### config.mk
export PLATFORM = sky130hd
export DESIGN_NAME = audio_timer
export DESIGN_NICKNAME = d
export VERILOG_FILES = /design/src/rtl/audtmr_pkg.sv /design/src/rtl/audtmr_prescale.sv /design/src/rtl/audtmr_count.sv /design/src/rtl/audtmr_irq.sv /design/src/rtl/audio_timer.sv
export SDC_FILE = /design/constraint.sdc
export NUM_CORES = 1
export LEC_CHECK = 0
export ABC_CLOCK_PERIOD_IN_PS = 6300
export BUFFER_PORTS_ARGS = -buffer_cell sky130_fd_sc_hd__buf_2
export CORE_AREA = 2 2 85 87
export CTS_CLUSTER_SIZE = 40
export DETAILED_ROUTE_END_ITERATION = 10
export DIE_AREA = 0 0 87 89
export GPL_TIMING_DRIVEN = 0
export PLACE_DENSITY = 0.74
export SLEW_MARGIN = 0
export SYNTH_ARGS = -nofsm -noshare
export SYNTH_HDL_FRONTEND = slang
export SYNTH_HIERARCHICAL = 1
export SYNTH_SLANG_ARGS = --single-unit
### constraint.sdc
create_clock -name clk -period 6.3 [get_ports clk]
set_input_delay 0.315 -clock clk [delete_from_list [all_inputs] [get_ports clk]]
set_output_delay 0.315 -clock clk [all_outputs]
set_load 0.05 [all_outputs]
### src/rtl/audtmr_pkg.sv
package audtmr_pkg;
  typedef enum logic [2:0] {
    RA_DIV0  = 3'd0,
    RA_CTL0  = 3'd1,
    RA_DIV1  = 3'd2,
    RA_CTL1  = 3'd3,
    RA_MODE  = 3'd4,
    RA_START = 3'd5,
    RA_INIT  = 3'd6,
    RA_IRQEN = 3'd7
  } reg_addr_e;

  localparam int MB_LINE  = 0;
  localparam int MB_FAST0 = 1;
  localparam int MB_PAIR  = 3;
  localparam int CB_VOLONLY = 4;
endpackage

### src/rtl/audtmr_prescale.sv
module audtmr_prescale #(
  parameter int DIV = 28
) (
  input  logic clk,
  input  logic rst_n,
  input  logic hold,
  output logic tick
);
  localparam int CW = (DIV > 1) ? $clog2(DIV) : 1;
  localparam logic [CW-1:0] LAST = CW'(DIV - 1);

  logic [CW-1:0] cnt_q, cnt_d;

  assign tick = !hold && (cnt_q == LAST);

  always_comb begin
    if (hold || tick) cnt_d = '0;
    else              cnt_d = cnt_q + CW'(1);
  end

  always_ff @(posedge clk or negedge rst_n) begin
    if (!rst_n) cnt_q <= '0;
    else        cnt_q <= cnt_d;
  end
endmodule

### src/rtl/audtmr_count.sv
module audtmr_count #(
  parameter int DW  = 8,
  parameter int NCH = 2
) (
  input  logic                    clk,
  input  logic                    rst_n,
  input  logic                    start,
  input  logic                    pair,
  input  logic [NCH-1:0]          tick,
  input  logic [NCH-1:0][DW-1:0]  div,
  output logic [NCH-1:0]          uf
);
  logic [NCH-1:0][DW-1:0] cnt_q, cnt_d;

  always_comb begin
    cnt_d = cnt_q;
    uf    = '0;
    if (start) begin
      cnt_d = div;
    end else if (pair) begin
      if (tick[0]) begin
        if (cnt_q == '0) begin
          uf[1] = 1'b1;
          cnt_d = div;
        end else begin
          cnt_d = cnt_q - (NCH*DW)'(1);
        end
      end
    end else begin
      for (int i = 0; i < NCH; i++) begin
        if (tick[i]) begin
          if (cnt_q[i] == '0) begin
            uf[i]    = 1'b1;
            cnt_d[i] = div[i];
          end else begin
            cnt_d[i] = cnt_q[i] - DW'(1);
          end
        end
      end
    end
  end

  always_ff @(posedge clk or negedge rst_n) begin
    if (!rst_n) cnt_q <= '0;
    else        cnt_q <= cnt_d;
  end
endmodule

### src/rtl/audtmr_irq.sv
module audtmr_irq #(
  parameter int NCH = 2
) (
  input  logic           clk,
  input  logic           rst_n,
  input  logic [NCH-1:0] uf,
  input  logic           en_wr,
  input  logic [NCH-1:0] en_data,
  output logic [NCH-1:0] en_q,
  output logic [NCH-1:0] status_q,
  output logic           irq
);
  logic [NCH-1:0] en_d, status_d, keep;

  always_comb begin
    keep     = en_wr ? en_data : '1;
    en_d     = en_wr ? en_data : en_q;
    status_d = (status_q | (uf & en_q)) & keep;
  end

  always_ff @(posedge clk or negedge rst_n) begin
    if (!rst_n) begin
      en_q     <= '0;
      status_q <= '0;
    end else begin
      en_q     <= en_d;
      status_q <= status_d;
    end
  end

  assign irq = |status_q;
endmodule

### src/rtl/audio_timer.sv
module audio_timer #(
  parameter int DW       = 8,
  parameter int MID_DIV  = 28,
  parameter int LINE_DIV = 114
) (
  input  logic       clk,
  input  logic       rst_n,
  input  logic       wr_en,
  input  logic [2:0] wr_addr,
  input  logic [7:0] wr_data,
  output logic       irq,
  output logic [7:0] aud
);
  import audtmr_pkg::*;

  localparam int NCH = 2;
  localparam int VW  = 4;

  logic [NCH-1:0][DW-1:0] div_q, div_d;
  logic [NCH-1:0][7:0]    ctl_q, ctl_d;
  logic [7:0]             mode_q, mode_d;
  logic                   init_q, init_d;
  logic                   start, en_wr;
  logic                   tick_mid, tick_line, base_tick;
  logic [NCH-1:0]         tick, uf, en_q, status_q;

  always_comb begin
    div_d  = div_q;
    ctl_d  = ctl_q;
    mode_d = mode_q;
    init_d = init_q;
    if (wr_en) begin
      case (reg_addr_e'(wr_addr))
        RA_DIV0: div_d[0] = wr_data[DW-1:0];
        RA_CTL0: ctl_d[0] = wr_data;
        RA_DIV1: div_d[1] = wr_data[DW-1:0];
        RA_CTL1: ctl_d[1] = wr_data;
        RA_MODE: mode_d   = wr_data;
        RA_INIT: begin
          if (wr_data[1:0] == 2'b00)      init_d = 1'b1;
          else if (wr_data[1:0] == 2'b11) init_d = 1'b0;
        end
        default: ;
      endcase
    end
  end

  always_ff @(posedge clk or negedge rst_n) begin
    if (!rst_n) begin
      div_q  <= '0;
      ctl_q  <= '0;
      mode_q <= '0;
      init_q <= 1'b1;
    end else begin
      div_q  <= div_d;
      ctl_q  <= ctl_d;
      mode_q <= mode_d;
      init_q <= init_d;
    end
  end

  assign start = wr_en && (wr_addr == RA_START);
  assign en_wr = wr_en && (wr_addr == RA_IRQEN);

  audtmr_prescale #(.DIV(MID_DIV)) u_pre_mid (
    .clk(clk), .rst_n(rst_n), .hold(init_q), .tick(tick_mid)
  );
  audtmr_prescale #(.DIV(LINE_DIV)) u_pre_line (
    .clk(clk), .rst_n(rst_n), .hold(init_q), .tick(tick_line)
  );

  assign base_tick = mode_q[MB_LINE] ? tick_line : tick_mid;

  for (genvar g = 0; g < NCH; g++) begin : g_chan
    assign tick[g] = mode_q[MB_FAST0 + g] | base_tick;
    assign aud[g*VW +: VW] = ctl_q[g][CB_VOLONLY] ? ctl_q[g][VW-1:0] : '0;
  end

  audtmr_count #(.DW(DW), .NCH(NCH)) u_count (
    .clk(clk), .rst_n(rst_n), .start(start), .pair(mode_q[MB_PAIR]),
    .tick(tick), .div(div_q), .uf(uf)
  );

  audtmr_irq #(.NCH(NCH)) u_irq (
    .clk(clk), .rst_n(rst_n), .uf(uf), .en_wr(en_wr),
    .en_data(wr_data[NCH-1:0]), .en_q(en_q), .status_q(status_q), .irq(irq)
  );
endmodule

==> flow_summary.ini, run 1 <==
[detailed_routing]
viasPerCell = 5.998
ant_nets = 0
routed_wl_um = 7953
top_layer = met4
initialDrtViolationCount = 254
drc_errors = 0
met1_length_um = 3660
met3WireLength_um = 460
drtPass1Iterations = 5
post_drt_wl_per_cell_um = 16.96
met2_length_um = 3740
vias = 2813

[floorplanning]
core_area_um2 = 6719
fp.dieH_um = 89
ios = 23
row_count = 30
dieArea_um2 = 7743
start_util_pct = 53.97
fp.dieW_um = 87

[synthesis]
netlist_instances = 352
synth_area_um2 = 3626
syn_nets = 373
seq_area_frac_synth_pct = 43.51
synth_common_cells = dfrtp_1, mux2_2, nand2_1
ys_types = 71
synth_flop_cell = dfrtp_1
synth_seq_cells = 63
synth_area_leaders = dfrtp_1, mux2_2, nand2_1
syn_area_per_cell_um2 = 10.30
yosysTopAreaCell = dfrtp_1
synth.most_common_cell = dfrtp_1
netlist.area_leader.share_pct = 42.79
synth_edf_count = 0
ys_warn_count = 6
async_reset_ff_share_pct = 100.0

[setup_path]
critical_path_arrival_ns = 3.07
crit_path_start_kind = flop
critical_path.endpoint_type = flop
required_ns = 6.58
crit_path_max_fanout = 9
worstSetupPathType = flop to flop

[timing]
setup_viol = 0
slew-limit-headroom_pct = 47.25
clock.fmax_mhz = 358.7
min_period_ns = 2.788
finalHoldViolations = 0
worst_pin_slew_ns = 0.7912
setup-tns-final_ns = 0
slew_violations = 0
finalClockSkew_ns = 0.01010
rsz0062_at_grt = no
min_period_over_period_pct = 44.25

[power]
internal_power_uw = 1041
p_seq_share_pct = 38.8
p_leak_uw = 0.001725
comb_power_share_pct = 35.0
ir_drop_mv = 0.2672
swShare_pct = 37.01
power_frac_clock_pct = 26.3
switching_power_uw = 611.3
power_density_nw_per_um2 = 405.1

[final_layout]
fin_nets = 405
n_fill_cell = 539
n_antenna_cell = 0
post-route-util_pct = 60.69
synthToLayoutAreaGrowth_pct = 12.46
drive_gt1_share_pct = 25.19

[placed_design]
gp_congestion = 0.9879
io_buffers = 21
dpl.hpwl_um = 5544

[clock_network]
clkSinkCount = 63
cts_tree = done
cts-root-buf = clkbuf_8
cts_buffer_depth = 2
insertion_delay_ns = 0.34
cts_hold_buf = 0
post_cts_buffers = 0
cts_inserted_buffers = 9
cts.repair.resized = 0
htreeDepth = 3
clkTransAtPathRegs_ns = 0.08

[global_routing]
overflow = 0
grt_pass1_vias = 2594
grt_use_total_pct = 21.78
antenna_found_initial = 0
grt_pass1_wl_um = 12990
grt_max_degree = 64

[min_path]
hp-class = input port to asynchronous set/reset pin

[run]
cap_viol_max_count = 0

[outcome]
status = finished clean
final timing paths:
| kind | endpoint | depth (start not counted) | slack [ns] | start |
|---|---|---|---|---|
| setup / recovery | u_count/cnt_q[10]$_DFFE_PN0P_ | 9 | 3.51 | u_count/cnt_q[8]$_DFFE_PN0P_ |
| hold / removal | u_count/cnt_q[10]$_DFFE_PN0P_ | 1 | 0.04 | rst_n |
| setup reg to reg | u_count/cnt_q[10]$_DFFE_PN0P_ | 9 | 3.51 | u_count/cnt_q[8]$_DFFE_PN0P_ |
| hold reg to reg | u_pre_mid/cnt_q[0]$_DFF_PN0_ | 1 | 0.50 | u_pre_mid/cnt_q[0]$_DFF_PN0_ |
| max in group asynchronous | u_count/cnt_q[7]$_DFFE_PN0P_ | 1 | 5.73 | rst_n |
| min in group clk | div_q[5]$_DFFE_PN0P_ | 2 | 0.24 | wr_data[5] |
cell families after synthesis:
| kind of cell | synth area share (%) |
|---|---|
| compound gates | 14.60 |
| mux | 12.15 |
| flops | 43.51 |
| xor+xnor | 2.657 |
| buf+inv | 3.692 |
| fa+ha+maj | 2.415 |
| simple gates | 20.98 |
flip-flops by register name, indices dropped and copies added, names as in the netlist:
signal / count
u_pre_mid/cnt_q: 5
mode_q: 4
u_pre_line/cnt_q: 7
u_irq/en_q: 2
div_q: 16
u_irq/status_q: 2
ctl_q: 10
u_count/cnt_q: 16
init_q: 1
cell type report:
class,count,area [um2],area share (%)
Timing Repair Buffer,21,107.6,2.639
Multi-Input combinational cell,259,1914,46.95
Clock inverter,7,120.1,2.946
Clock buffer,9,123.9,3.038
Inverter,14,52.55,1.289
Buffer,16,81.33,1.994
Sequential cell,63,1578,38.69
Tap cell,80,100.1,2.455
per-stage QoR:
stage	cells	power [uW]	worst slack (ns)	cell area, um2	hold WS [ns]
2_1_floorplan	352	1074	3.910	3626	0.01941
4_1_cts	469	1651	3.576	4078	0.08676
3_5_place_dp	453	1216	3.591	3834	0.4550
6_report	469	1652	3.512	4078	0.04278
3_3_place_gp	453	1194	3.590	3831	0.4635
5_1_grt	469	1752	3.302	4078	0.1185
layer usage:
metal / GRT usage [%] / up-vias
li1: - / 1351
met1: 31.24 / 1346
met2: 33.24 / 107
met3: 3.416 / 9
met4: 8.949 / 0
met5: 0 / -
placed cells by master (no fill, tap or decap), drive strengths merged, types with 14 or more instances in the layout:
cell type | synthesis | routed
inv | 13 | 14
nand3 | 14 | 14
mux2 | 34 | 34
buf | 5 | 26
dfrtp | 62 | 62
a21oi | 18 | 18
clkbuf | 11 | 20
nor3 | 16 | 16
nand2 | 25 | 25
nor2 | 22 | 22
power groups by stage:
| stage | logic [uW] | clock network (uW) | registers (uW) |
|---|---|---|---|
| detailed placement | 569 | 0 | 647 |
| CTS | 573 | 439 | 639 |
| global placement | 556 | 0 | 638 |
| global route | 636 | 456 | 661 |
| floorplan | 461 | 0 | 612 |
| finish | 578 | 434 | 640 |
worst max-delay path, cell delays in order (launching register included):
cell,delay [ns]
dfrtp_1,0.36
clkbuf_1,0.20
inv_1,0.16
ha_1,0.15
buf_2,0.18
nor4b_1,0.47
nand4_1,0.33
o21ai_0,0.62
nand2_1,0.13
nand3_1,0.13
No activity file was read; power rests on OpenSTA's default activity.
==> inputs of run 2 (changes only) <==
--- a/config.mk
+++ b/config.mk
@@ -5,7 +5,7 @@
 export SDC_FILE = /design/constraint.sdc
 export NUM_CORES = 1
 export LEC_CHECK = 0
-export ABC_CLOCK_PERIOD_IN_PS = 6300
+export ABC_CLOCK_PERIOD_IN_PS = 2800
 export BUFFER_PORTS_ARGS = -buffer_cell sky130_fd_sc_hd__buf_2
 export CORE_AREA = 2 2 85 87
 export CTS_CLUSTER_SIZE = 40
==> constraint.sdc (replaced) <==
create_clock -name clk -period 2.8 [get_ports clk]
set_input_delay 0.14 -clock clk [delete_from_list [all_inputs] [get_ports clk]]
set_output_delay 0.14 -clock clk [all_outputs]
set_load 0.05 [all_outputs]
==> flow_summary.ini, run 2 (same netlist as run 1, synthesis figures left out) <==
[global_routing]
grt_use_total_pct = 21.78
grt_pass1_vias = 2594
antenna_found_initial = 0
overflow = 0
grt_pass1_wl_um = 12990
grt_max_degree = 64

[placed_design]
pre_cts_ws_ns = 0.09115
gp_congestion = 0.9879
dpl.hpwl_um = 5544
io_buffers = 21

[setup_path]
crit_chain = clkbuf_1, inv_1, ha_1, buf_2, or4b_1, buf_2, o21ai_4, a21oi_4, mux2_4, o22a_1
critical_path.endpoint_type = flop
cp_slowest_stage_delay_ns = 0.45
critical_path_arrival_ns = 2.93
required_ns = 3.03
r2r_slack_ns = 0.1
crit_path_start_kind = flop
crit_path_max_fanout = 10
crit_top_cell = buf_2
cp_slowest_cell = or4b_1
worstSetupPathType = flop to flop

[timing]
worst_pin_slew_ns = 0.7743
finalWorstSetupSlack_ns = 0.09947
rsz0062_at_grt = no
finalHoldViolations = 0
slew_violations = 0
clock.fmax_mhz = 370.3
min_period_ns = 2.701
setup-tns-final_ns = 0
min_period_over_period_pct = 96.45
slew-limit-headroom_pct = 47.65
finalClockSkew_ns = 0.009325
setup_viol = 0

[clock_network]
clkSinkCount = 63
post_cts_buffers = 0
cts_tree = done
clkTransAtPathRegs_ns = 0.08
cts-root-buf = clkbuf_8
insertion_delay_ns = 0.34
cts_buffer_depth = 2
cts_inserted_buffers = 9
htreeDepth = 3

[power]
switching_power_uw = 1379
internal_power_uw = 2344
power_density_nw_per_um2 = 909.2
p_seq_share_pct = 38.7
total_power_uw = 3724
power_frac_clock_pct = 26.2
comb_power_share_pct = 35.1
swShare_pct = 37.04
p_leak_uw = 0.001729
ir_drop_mv = 0.5982

[final_layout]
fin_nets = 406
top_regs = div_q x16, u_count/cnt_q x16, ctl_q x10
n_antenna_cell = 0
n_fill_cell = 538
synthToLayoutAreaGrowth_pct = 12.94
drive_gt1_share_pct = 25.38
layout_common_cells = dfrtp_1, mux2_2, nand2_1
layout_commonest_cell = dfrtp_1

[detailed_routing]
drtPass1Iterations = 5
drc_errors = 0
routed_wl_um = 7940
post_drt_wl_per_cell_um = 16.89
initialDrtViolationCount = 291
ant_nets = 0
vias = 2821
viasPerCell = 6.002

[outcome]
status = finished clean

[floorplanning]
start_util_pct = 53.97
row_count = 30
core_area_um2 = 6719
ios = 23
dieArea_um2 = 7743
fp.dieH_um = 89
fp.dieW_um = 87

[run]
cap_viol_max_count = 0

[min_path]
hp-class = input port to flop
==> run 2: changes by cell type in the layout (fill, tap and decap cells not counted) <==
cell and delta:
a2111oi_0 -1, a2111oi_1 +1, dlygate4sd3_1 +1, nor4b_1 -1
nor4b_2 +1, o21ai_0 -1, o21ai_1 +1
==> run 2: stage by stage <==
step | cells | hold WS (ns) | instance area, um2 | utilization, %
floorplan | 352 | -0.1556 | 3626 | -
global placement | 453 | 0.4109 | 3831 | 57.02
detailed placement | 453 | 0.2800 | 3834 | 57.06
CTS | 470 | 0.05572 | 4088 | 60.84
global route | 470 | 0.05643 | 4095 | 60.95
finish | 470 | 0.06168 | 4095 | 60.95
==> run 2: critical path, delay by kind of cell (launching register included) <==
| kind | cells | cell delay (ns) |
|---|---|---|
| mux | 1 | 0.31 |
| flops | 1 | 0.36 |
| buf+inv | 4 | 0.74 |
| fa+ha+maj | 1 | 0.15 |
| simple gates | 1 | 0.45 |
| compound gates | 3 | 0.57 |
==> run 2: what timing repair did <==
item	4_1_cts	5_1_grt
hold buffers	1	0
hold endpoints to repair	62	0
setup endpoints to repair	0	6
resized for setup	0	3
==> run 2: worst paths after layout <==
check | from | to | depth (start not counted)
min in group asynchronous | rst_n | u_count/cnt_q[10]$_DFFE_PN0P_ | 2
min | wr_data[5] | div_q[5]$_DFFE_PN0P_ | 2
max in group asynchronous | rst_n | u_irq/en_q[0]$_DFFE_PN0P_ | 2
min reg2reg | u_pre_mid/cnt_q[0]$_DFF_PN0_ | u_pre_mid/cnt_q[0]$_DFF_PN0_ | 1
max | u_count/cnt_q[8]$_DFFE_PN0P_ | u_count/cnt_q[2]$_DFFE_PN0P_ | 10
max reg2reg | u_count/cnt_q[8]$_DFFE_PN0P_ | u_count/cnt_q[2]$_DFFE_PN0P_ | 10
==> run 2: per-layer routing <==
| layer | up-vias | wire length, um | GRT usage [%] |
|---|---|---|---|
| met5 | - | 0 | 0 |
| met2 | 107 | 3758 | 33.24 |
| li1 | 1358 | - | - |
| met1 | 1345 | 3602 | 31.24 |
| met4 | 0 | 99 | 8.949 |
| met3 | 11 | 479 | 3.416 |
==> run 2: final cells by class <==
class | count | area, um2 | area share [%]
Tap cell | 80 | 100.1 | 2.444
Inverter | 14 | 52.55 | 1.283
Buffer | 16 | 81.33 | 1.986
Clock inverter | 7 | 120.1 | 2.933
Timing Repair Buffer | 22 | 117.6 | 2.872
Sequential cell | 63 | 1578 | 38.53
Multi-Input combinational cell | 259 | 1922 | 46.93
Clock buffer | 9 | 123.9 | 3.025
==> run 2: power by group through the flow <==
stage | logic [uW] | registers [uW] | clock network, uW
floorplan | 1040 | 1380 | 0
global placement | 1250 | 1440 | 0
detailed placement | 1280 | 1450 | 0
CTS | 1290 | 1440 | 989
global route | 1440 | 1490 | 1030
finish | 1310 | 1440 | 976
==> inputs of run 3 (changes only) <==
--- a/config.mk
+++ b/config.mk
@@ -5,14 +5,14 @@
 export SDC_FILE = /design/constraint.sdc
 export NUM_CORES = 1
 export LEC_CHECK = 0
-export ABC_CLOCK_PERIOD_IN_PS = 2800
+export ABC_CLOCK_PERIOD_IN_PS = 3000
 export BUFFER_PORTS_ARGS = -buffer_cell sky130_fd_sc_hd__buf_2
-export CORE_AREA = 2 2 85 87
+export CORE_AREA = 2 2 93 95
 export CTS_CLUSTER_SIZE = 40
 export DETAILED_ROUTE_END_ITERATION = 10
-export DIE_AREA = 0 0 87 89
+export DIE_AREA = 0 0 95 97
 export GPL_TIMING_DRIVEN = 0
-export PLACE_DENSITY = 0.74
+export PLACE_DENSITY = 0.64
 export SLEW_MARGIN = 0
 export SYNTH_ARGS = -nofsm -noshare
 export SYNTH_HDL_FRONTEND = slang
==> constraint.sdc (replaced) <==
create_clock -name clk -period 3 [get_ports clk]
set_input_delay 0.15 -clock clk [delete_from_list [all_inputs] [get_ports clk]]
set_output_delay 0.15 -clock clk [all_outputs]
set_load 0.05 [all_outputs]
==> flow_summary.ini, run 3 (same netlist as run 1, synthesis figures left out) <==
[timing]
worst_pin_slew_ns = 0.8153
slew-limit-headroom_pct = 45.64
finalWorstSetupSlack_ns = 0.2965
setup-tns-final_ns = 0
min_period_ns = 2.703
rsz0062_at_grt = no
worst_hold_slack_ns = 0.07103
setup_viol = 0
finalHoldViolations = 0
min_period_over_period_pct = 90.12
clock.fmax_mhz = 369.9
finalClockSkew_ns = 0.01381
slew_violations = 0

[clock_network]
cts_buffer_depth = 2
post_cts_buffers = 0
cts_tree = done
cts_inserted_buffers = 9
clkTransAtPathRegs_ns = 0.08
cts-root-buf = clkbuf_8
htreeDepth = 3
clkSinkCount = 63
insertion_delay_ns = 0.36

[floorplanning]
start_util_pct = 44.58
fp.dieH_um = 97
ios = 23
dieArea_um2 = 9215
row_count = 33
core_area_um2 = 8134
fp.dieW_um = 95

[final_layout]
fin_nets = 406
top_regs = div_q x16, u_count/cnt_q x16, ctl_q x10
layout_common_cells = dfrtp_1, mux2_2, nand2_1
layout_commonest_cell = dfrtp_1
final_cells = 495
n_antenna_cell = 0
synthToLayoutAreaGrowth_pct = 13.22
drive_gt1_share_pct = 25.13
post-route-util_pct = 50.47

[power]
power_frac_clock_pct = 25.2
p_seq_share_pct = 39.3
swShare_pct = 37.85
p_leak_uw = 0.001718
ir_drop_mv = 0.4440
power_density_nw_per_um2 = 833.5
internal_power_uw = 2127
switching_power_uw = 1295
comb_power_share_pct = 35.5

[placed_design]
dpl.hpwl_um = 5823
io_buffers = 21
dp_cells = 478
pre_cts_ws_ns = 0.2359
gp_congestion = 0.8666

[setup_path]
critical_path.endpoint_type = flop
worstSetupPathType = flop to flop
worstSetupStartpoint = u_pre_mid/cnt_q[0]$_DFF_PN0_
required_ns = 3.22
crit_path_max_fanout = 8
critical_path_arrival_ns = 2.92
r2r_start = u_pre_mid/cnt_q[0]$_DFF_PN0_
crit_path_start_kind = flop

[detailed_routing]
ant_nets = 0
viasPerCell = 5.665
vias = 2804
post_drt_wl_per_cell_um = 16.75
drc_errors = 0
initialDrtViolationCount = 193
routed_wl_um = 8291
drtPass1Iterations = 5

[min_path]
hp-class = input port to flop
hold_start = wr_data[5]

[global_routing]
grt_max_degree = 64
grt_pass1_vias = 2829
overflow = 0
grt_use_total_pct = 19.79
grt_pass1_wl_um = 14190
antenna_found_initial = 0

[run]
cap_viol_max_count = 0

[outcome]
status = finished clean
-- run 3: changes by cell type in the layout (fill, tap and decap cells not counted) --
cell        previous run  this run
clkinv_2               1         0
nor4b_1                1         2
bufinv_16              3         2
a2111oi_0              0         1
clkinvlp_4             1         2
a2111oi_1              1         0
nor4b_2                1         0
clkbuf_8               9        10
-- run 3: worst max-delay path: stages, from the launching register on --
cell      delay [ns]
dfrtp_1         0.39
ha_1            0.25
and4b_4         0.30
nor2b_1         0.15
mux2i_1         0.12
nand2b_1        0.13
nor2b_1         0.13
clkbuf_1        0.35
nand2b_1        0.27
a21boi_0        0.13
o21ai_0         0.22
o211ai_1        0.14
-- run 3: routing by layer --
| layer | global-route usage [%] | up-vias | share of wire (%) |
|---|---|---|---|
| li1 | - | 1353 | - |
| met1 | 28.93 | 1351 | 49 |
| met2 | 29.68 | 87 | 45 |
| met3 | 3.583 | 13 | 4.7 |
| met4 | 6.355 | 0 | 1.6 |
| met5 | 0 | - | 0 |
-- run 3: worst paths after layout --
| path | slack [ns] | endpoint | cells past startpoint |
|---|---|---|---|
| worst max-delay path | 0.30 | u_count/cnt_q[14]$_DFFE_PN0P_ | 11 |
| worst min-delay path | 0.07 | div_q[5]$_DFFE_PN0P_ | 2 |
| worst max register to register | 0.30 | u_count/cnt_q[14]$_DFFE_PN0P_ | 11 |
| worst min register to register | 0.49 | u_pre_mid/cnt_q[0]$_DFF_PN0_ | 1 |
| max in group asynchronous | 2.03 | div_q[8]$_DFFE_PN0P_ | 2 |
| min in group asynchronous | 0.43 | u_count/cnt_q[9]$_DFFE_PN0P_ | 2 |
-- run 3: area by class of cell --
type | instances | area, um2
flip-flops and latches | 63 | 1578
repair buffers | 22 | 117.6
inverters | 14 | 52.55
fillers | 731 | 4029
plain buffers | 16 | 81.33
clock inverters | 6 | 92.59
clock buffers | 10 | 137.6
multi-input cells | 259 | 1914
well taps | 105 | 131.4
-- run 3: what timing repair did --
item                                   CTS  global route
setup endpoints to repair                0             3
hold buffers                             1             0
endpoints found under the hold margin   62             0
resized for setup                        0             1
-- run 3: stage by stage --
stage	instance area (um2)	total power, uW
after global placement	3862	2512
after CTS	4105	3427
after detailed placement	3865	2556
after global routing	4105	3656
final	4105	3422
after floorplan	3626	2255
-- run 3: power groups by stage --
stage,clock network (uW),logic [uW],registers (uW)
2_1_floorplan,0,969,1290
3_3_place_gp,0,1160,1350
3_5_place_dp,0,1200,1360
4_1_cts,878,1210,1340
5_1_grt,922,1350,1390
6_report,863,1210,1340
